`config.mk`:
```
export PLATFORM = sky130hd
export DESIGN_NAME = bl_reg_init
export DESIGN_NICKNAME = d
export VERILOG_FILES = /design/src/rtl/bl_init_pkg.sv /design/src/rtl/bl_init_cache.sv /design/src/rtl/bl_init_seq.sv /design/src/rtl/bl_reg_init.sv
export SDC_FILE = /design/constraint.sdc
export NUM_CORES = 1
export LEC_CHECK = 0
export BUFFER_PORTS_ARGS = -buffer_cell sky130_fd_sc_hd__buf_4
export CAP_MARGIN = 30
export CORE_ASPECT_RATIO = 0.8
export CORE_MARGIN = 4
export CORE_UTILIZATION = 30
export DETAILED_ROUTE_END_ITERATION = 10
export GPL_TIMING_DRIVEN = 0
export SLEW_MARGIN = 10
export SYNTH_ARGS = -nofsm -noshare
export SYNTH_HDL_FRONTEND = slang
export SYNTH_SLANG_ARGS = --single-unit
export TNS_END_PERCENT = 30
```
`constraint.sdc`:
```
create_clock -name clk -period 4 [get_ports clk]
set_input_delay 0.8 -clock clk [delete_from_list [all_inputs] [get_ports clk]]
set_output_delay 0.8 -clock clk [all_outputs]
set_load 0.02 [all_outputs]
```
`src/rtl/bl_init_pkg.sv`:
```
package bl_init_pkg;
  parameter int DW = 32;
  parameter int AW = 3;
  parameter int SLOTS = 4;
  parameter int CNT_LSB = 0;
  parameter int CNT_W = 16;
  parameter int CORRUPT_MAX = 1;
  parameter int REF_LSB = 0;
  parameter int REF_W = 12;
  parameter int SW_OWN_BIT = 29;
  parameter int PWM_EN_BIT = 31;
  parameter int LOCK_BIT = 0;
  parameter logic [DW-1:0] DEF_CTRL = 32'hC000_FA00;
  parameter logic [DW-1:0] DEF_PERIOD = 32'h000C_0FA0;

  localparam logic [AW-1:0] A_CTRL = 3'd0;
  localparam logic [AW-1:0] A_CTRL2 = 3'd1;
  localparam logic [AW-1:0] A_PERIOD = 3'd2;
  localparam logic [AW-1:0] A_REFDIV = 3'd3;
  localparam logic [AW-1:0] A_SCRATCH = 3'd4;
  localparam logic [AW-1:0] A_LOCK = 3'd5;

  localparam logic [DW-1:0] REF_MASK = ((DW'(1) << REF_W) - DW'(1)) << REF_LSB;

  typedef enum logic [3:0] {
    S_IDLE, S_CHECK, S_CAP_C2, S_CAP_PER, S_CAP_REF,
    S_RS_CTRL, S_RS_C2, S_RS_PER, S_RS_REF,
    S_DF_CTRL, S_DF_PER, S_TAKE_SW, S_EN_PWM, S_UNLOCK, S_FINISH
  } seq_state_t;

  function automatic logic count_corrupt(input logic [DW-1:0] ctrl);
    logic [CNT_W-1:0] cnt;
    cnt = ctrl[CNT_LSB +: CNT_W];
    return (32'(cnt) <= CORRUPT_MAX);
  endfunction

  function automatic logic [DW-1:0] merge_ref(input logic [DW-1:0] cur,
                                              input logic [DW-1:0] saved);
    return (cur & ~REF_MASK) | (saved & REF_MASK);
  endfunction

  function automatic logic [DW-1:0] set_bit(input logic [DW-1:0] v, input int b);
    return v | (DW'(1) << b);
  endfunction

  function automatic logic [DW-1:0] clr_bit(input logic [DW-1:0] v, input int b);
    return v & ~(DW'(1) << b);
  endfunction
endpackage

```
`src/rtl/bl_init_cache.sv`:
```
module bl_init_cache
  import bl_init_pkg::*;
(
  input  logic                       clk,
  input  logic                       rst_n,
  input  logic [SLOTS-1:0]           cap_en,
  input  logic [DW-1:0]              din,
  output logic [SLOTS-1:0][DW-1:0]   q,
  output logic                       valid
);
  for (genvar g = 0; g < SLOTS; g++) begin : g_slot
    always_ff @(posedge clk) begin
      if (!rst_n)         q[g] <= '0;
      else if (cap_en[g]) q[g] <= din;
    end

    p_slot_hold_r3: assert property (@(posedge clk) disable iff (!rst_n)
      !cap_en[g] |=> $stable(q[g]));
  end

  // Slot 0 holds the control word; valid marks a non-zero capture
  always_ff @(posedge clk) begin
    if (!rst_n)         valid <= 1'b0;
    else if (cap_en[0]) valid <= |din;
  end

  p_valid_nonzero_r4: assert property (@(posedge clk) disable iff (!rst_n)
    valid |-> (q[0] != '0));
endmodule

```
`src/rtl/bl_init_seq.sv`:
```
module bl_init_seq
  import bl_init_pkg::*;
(
  input  logic                     clk,
  input  logic                     rst_n,
  input  logic                     start,
  input  logic [DW-1:0]            rd_data,
  input  logic [SLOTS-1:0][DW-1:0] cache_q,
  input  logic                     cache_valid,
  output logic [SLOTS-1:0]         cap_en,
  output logic [AW-1:0]            rd_addr,
  output logic                     wr_en,
  output logic [AW-1:0]            wr_addr,
  output logic [DW-1:0]            wr_data,
  output logic                     done
);
  seq_state_t state, nxt;
  logic       corrupt;

  assign corrupt = count_corrupt(rd_data);

  always_ff @(posedge clk) begin
    if (!rst_n) state <= S_IDLE;
    else        state <= nxt;
  end

  always_comb begin
    nxt     = state;
    cap_en  = '0;
    rd_addr = A_CTRL;
    wr_en   = 1'b0;
    wr_addr = A_CTRL;
    wr_data = '0;
    unique case (state)
      S_IDLE: if (start) nxt = S_CHECK;
      S_CHECK: begin
        rd_addr = A_CTRL;
        if (!corrupt) begin
          cap_en[0] = 1'b1;
          nxt       = S_CAP_C2;
        end else if (cache_valid) begin
          nxt = S_RS_CTRL;
        end else begin
          nxt = S_DF_CTRL;
        end
      end
      S_CAP_C2:  begin rd_addr = A_CTRL2;  cap_en[1] = 1'b1; nxt = S_CAP_PER; end
      S_CAP_PER: begin rd_addr = A_PERIOD; cap_en[2] = 1'b1; nxt = S_CAP_REF; end
      S_CAP_REF: begin rd_addr = A_REFDIV; cap_en[3] = 1'b1; nxt = S_TAKE_SW; end
      S_RS_CTRL: begin wr_en = 1'b1; wr_addr = A_CTRL;   wr_data = cache_q[0]; nxt = S_RS_C2;  end
      S_RS_C2:   begin wr_en = 1'b1; wr_addr = A_CTRL2;  wr_data = cache_q[1]; nxt = S_RS_PER; end
      S_RS_PER:  begin wr_en = 1'b1; wr_addr = A_PERIOD; wr_data = cache_q[2]; nxt = S_RS_REF; end
      S_RS_REF: begin
        rd_addr = A_REFDIV;
        wr_en   = 1'b1;
        wr_addr = A_REFDIV;
        wr_data = merge_ref(rd_data, cache_q[3]);
        nxt     = S_TAKE_SW;
      end
      S_DF_CTRL: begin wr_en = 1'b1; wr_addr = A_CTRL;   wr_data = DEF_CTRL;   nxt = S_DF_PER;  end
      S_DF_PER:  begin wr_en = 1'b1; wr_addr = A_PERIOD; wr_data = DEF_PERIOD; nxt = S_TAKE_SW; end
      S_TAKE_SW: begin
        rd_addr = A_SCRATCH; wr_en = 1'b1; wr_addr = A_SCRATCH;
        wr_data = set_bit(rd_data, SW_OWN_BIT); nxt = S_EN_PWM;
      end
      S_EN_PWM: begin
        rd_addr = A_CTRL; wr_en = 1'b1; wr_addr = A_CTRL;
        wr_data = set_bit(rd_data, PWM_EN_BIT); nxt = S_UNLOCK;
      end
      S_UNLOCK: begin
        rd_addr = A_LOCK; wr_en = 1'b1; wr_addr = A_LOCK;
        wr_data = clr_bit(rd_data, LOCK_BIT); nxt = S_FINISH;
      end
      S_FINISH: nxt = S_IDLE;
      default:  nxt = S_IDLE;
    endcase
  end

  assign done = (state == S_FINISH);

  p_done_single_r8: assert property (@(posedge clk) disable iff (!rst_n)
    done |=> !done);

  p_start_ignored_r10: assert property (@(posedge clk) disable iff (!rst_n)
    (state != S_IDLE) |=> (state != S_CHECK));

  p_capture_excludes_write_r3: assert property (@(posedge clk) disable iff (!rst_n)
    (|cap_en) |-> !wr_en);
endmodule

```
`src/rtl/bl_reg_init.sv`:
```
module bl_reg_init
  import bl_init_pkg::*;
(
  input  logic          clk,
  input  logic          rst_n,
  input  logic          start,
  output logic [2:0]    rd_addr,
  input  logic [31:0]   rd_data,
  output logic          wr_en,
  output logic [2:0]    wr_addr,
  output logic [31:0]   wr_data,
  output logic          done
);
  logic [SLOTS-1:0]         cap_en;
  logic [SLOTS-1:0][DW-1:0] cache_q;
  logic                     cache_valid;

  bl_init_cache u_cache (
    .clk   (clk),
    .rst_n (rst_n),
    .cap_en(cap_en),
    .din   (rd_data),
    .q     (cache_q),
    .valid (cache_valid)
  );

  bl_init_seq u_seq (
    .clk        (clk),
    .rst_n      (rst_n),
    .start      (start),
    .rd_data    (rd_data),
    .cache_q    (cache_q),
    .cache_valid(cache_valid),
    .cap_en     (cap_en),
    .rd_addr    (rd_addr),
    .wr_en      (wr_en),
    .wr_addr    (wr_addr),
    .wr_data    (wr_data),
    .done       (done)
  );

  p_unlock_last_r8: assert property (@(posedge clk) disable iff (!rst_n)
    $rose(done) |-> ($past(wr_en) && ($past(wr_addr) == A_LOCK)));

  p_pwm_before_unlock_r7: assert property (@(posedge clk) disable iff (!rst_n)
    (wr_en && wr_addr == A_LOCK) |-> ($past(wr_en) && ($past(wr_addr) == A_CTRL)));
endmodule

```
==> metrics.txt <==
WP data arrival=2.72 ns; Seq/Total Area, Yosys=43.2%; CTS root buf=clkbuf_16; top cell type by total area after synthesis=dfxtp_1; met1 usage=27.7%; crit start category=register; peak-usage layer in the global routing report=met2; postcts setup bufs=0; I/O pin count=75; chip height=126 um; worst vdd ir=0.291 mV; slowest cell on the critical path=clkbuf_1; RSZ-0062 raised after global routing=no; Synth area leaders=dfxtp_1, nand2_1, a21oi_1, mux2i_1, a22oi_1; worst-margin pin slew=0.659 ns; routing usage on met2=27.7%; share of layout cells above drive strength 1=16.7%; status=finished clean; Min Hold Slack=0.452 ns; final-report max-slew violation count=0; Detailed Route WL=18,700 um; Setup TNS Final=0 ns; vias=5,305; min cycle time layout=3.52 ns; top cell family by delay on the critical path=buffers and inverters; Critical Path Sink Type=primary output; area of the die=19,600 um^2; Distinct cells, synth=42; syn_nets=733; relative slew slack=56.1%; grt met3 use=4.77%; Initial Utilization=31.1%; Yosys top cell area share=43.2%; Design Power=3010 uW; Cell Area, Synth=5240 um^2; Post-synth ARST share=0%; Peak Freq=0.284 GHz; die width=156 um; Filler cells=1,750; row cnt=42; # hold bufs at CTS=0; Post-DRT Antenna Nets=0; Post-synth top flop=dfxtp_1; Leak=0.00254 uW; first-pass GRT wire length=28,800 um; highest-count cells in the layout ignoring fill and taps=nand2_1, dfxtp_1, a21oi_1; Cells after Synth=698; Final period util=88.1%; Hold Fails Final Rpt=0; TritonCTS clock tree=yes; clock skew=0.00517 ns; core area=16,800 um^2; max-capacitance violation count=0; commonest non-fill, non-tap cell in the layout=nand2_1; Post-synth EDFFs=0; number of synthesized register bits=113; maximum fanout along the worst path=10; pin count of the biggest net entering global routing=17; pwr dens=455 nW/um^2; vias in the first global route=4,987; syn avg cell area=7.50 um^2; worst path cell trace=buf_2 > nand2b_1 > nor2_2 > clkbuf_1 > a222oi_1 > o21ai_1 > buf_4; initial antenna violation count=0; CP peak stage delay=0.56 ns; clk_lat worst skew=0.42 ns; CTS resizes=0; ANT cells=0; CP required=3.20 ns; Layout area overhead=26.1%; routed len/inst=18.3 um; clock sink count=113; via/cell ratio=5.19; CP Class=register to primary output; initial drt markers=443; worst-case clock buffer depth=2; htree depth=4; number of synthesis warnings=0; final net count=826; Final HPWL DP=13,100 um; Clock transition at path regs=0.05 ns; DRC Markers=0; GRT Total Usage=18.9%; Final Setup Violations=0; GRT overflow=0; GPL Wtd Cong=0.947; Bufs and invs on worst path=3; Hold Crit Class=register to register; First-pass DRT Iterations=5; Num CTS Buffers=17; PortBufs=74
==> cell usage after synthesis, types with 4 or more instances <==
library cell  number
nor2b_1            5
dfxtp_1          113
a22oi_1           24
nor2_1            19
o21ai_1            7
clkbuf_1          27
nand2b_1           6
buf_2             22
nand2_1          244
a21oi_1           93
a222oi_1          14
nand3_1           17
o21ai_0           25
mux2i_1           30
inv_1              5
o22ai_1            4
==> tightest hold or removal path: cells and delay by family (launching register included) <==
family / cells / cell delay [ns]
simple gates: 1 / 0.05
flops: 1 / 0.30
compound gates: 1 / 0.05
==> flip-flops by register name, summed over array words and instances (netlist names) <==
signal / count
u_cache.q: 108
u_cache.valid: 1
u_seq.state: 4
==> routing by layer <==
metal	part of all wire (%)	vias up	wire length [um]
met3	8.0	21	1490
met5	0	-	0
met2	42	196	7930
met4	1.2	0	228
li1	-	2588	-
met1	48	2500	9060
==> final timing paths <==
| path | from | end | slack, ns | cells after the start |
|---|---|---|---|---|
| max reg2reg | u_seq.state[0] | u_cache.q[36] | 2.13 | 6 |
| max | u_seq.state[2] | wr_data[0] | 0.48 | 7 |
| min reg2reg | u_cache.q[33] | u_cache.q[33] | 0.45 | 2 |
| min | u_cache.q[33] | u_cache.q[33] | 0.45 | 2 |
==> report_power, final <==
group | internal (uW) | switching [uW] | total (uW)
registers | 1190 | 38.0 | 1230
clock network | 887 | 507 | 1390
logic | 137 | 246 | 384
==> per-stage QoR <==
step           instance area [um^2]  setup slack, ns  util [%]  instances
2_1_floorplan                  5240             1.70         -        698
3_3_place_gp                   6070            0.954      36.1        992
3_5_place_dp                   6070            0.959      36.1        992
4_1_cts                        6610            0.510      39.3       1022
5_1_grt                        6610            0.280      39.3       1022
6_report                       6610            0.475      39.3       1022
==> layout make-up <==
cell class | instances | area (um^2) | share of cell area [%]
buffer | 54 | 253 | 3.83
clock buffer | 23 | 478 | 7.23
clock inverter | 7 | 60.1 | 0.909
inverter | 6 | 22.5 | 0.341
multi-input combinational | 525 | 2700 | 40.9
sequential | 113 | 2260 | 34.2
tap | 220 | 275 | 4.17
timing repair buffer | 74 | 556 | 8.41
==> cells by family after synthesis <==
| family | count (synthesis) | share of synthesized area [%] |
|---|---|---|
| xor gates and xnor gates | 1 | 0.167 |
| and+or+nand+nor | 309 | 24.3 |
| muxes | 30 | 5.73 |
| AOI/OAI and AO/OA | 185 | 21.3 |
| buffers and inverters | 60 | 5.26 |
| DFF | 113 | 43.2 |
Power figures use the tool's default switching activity.
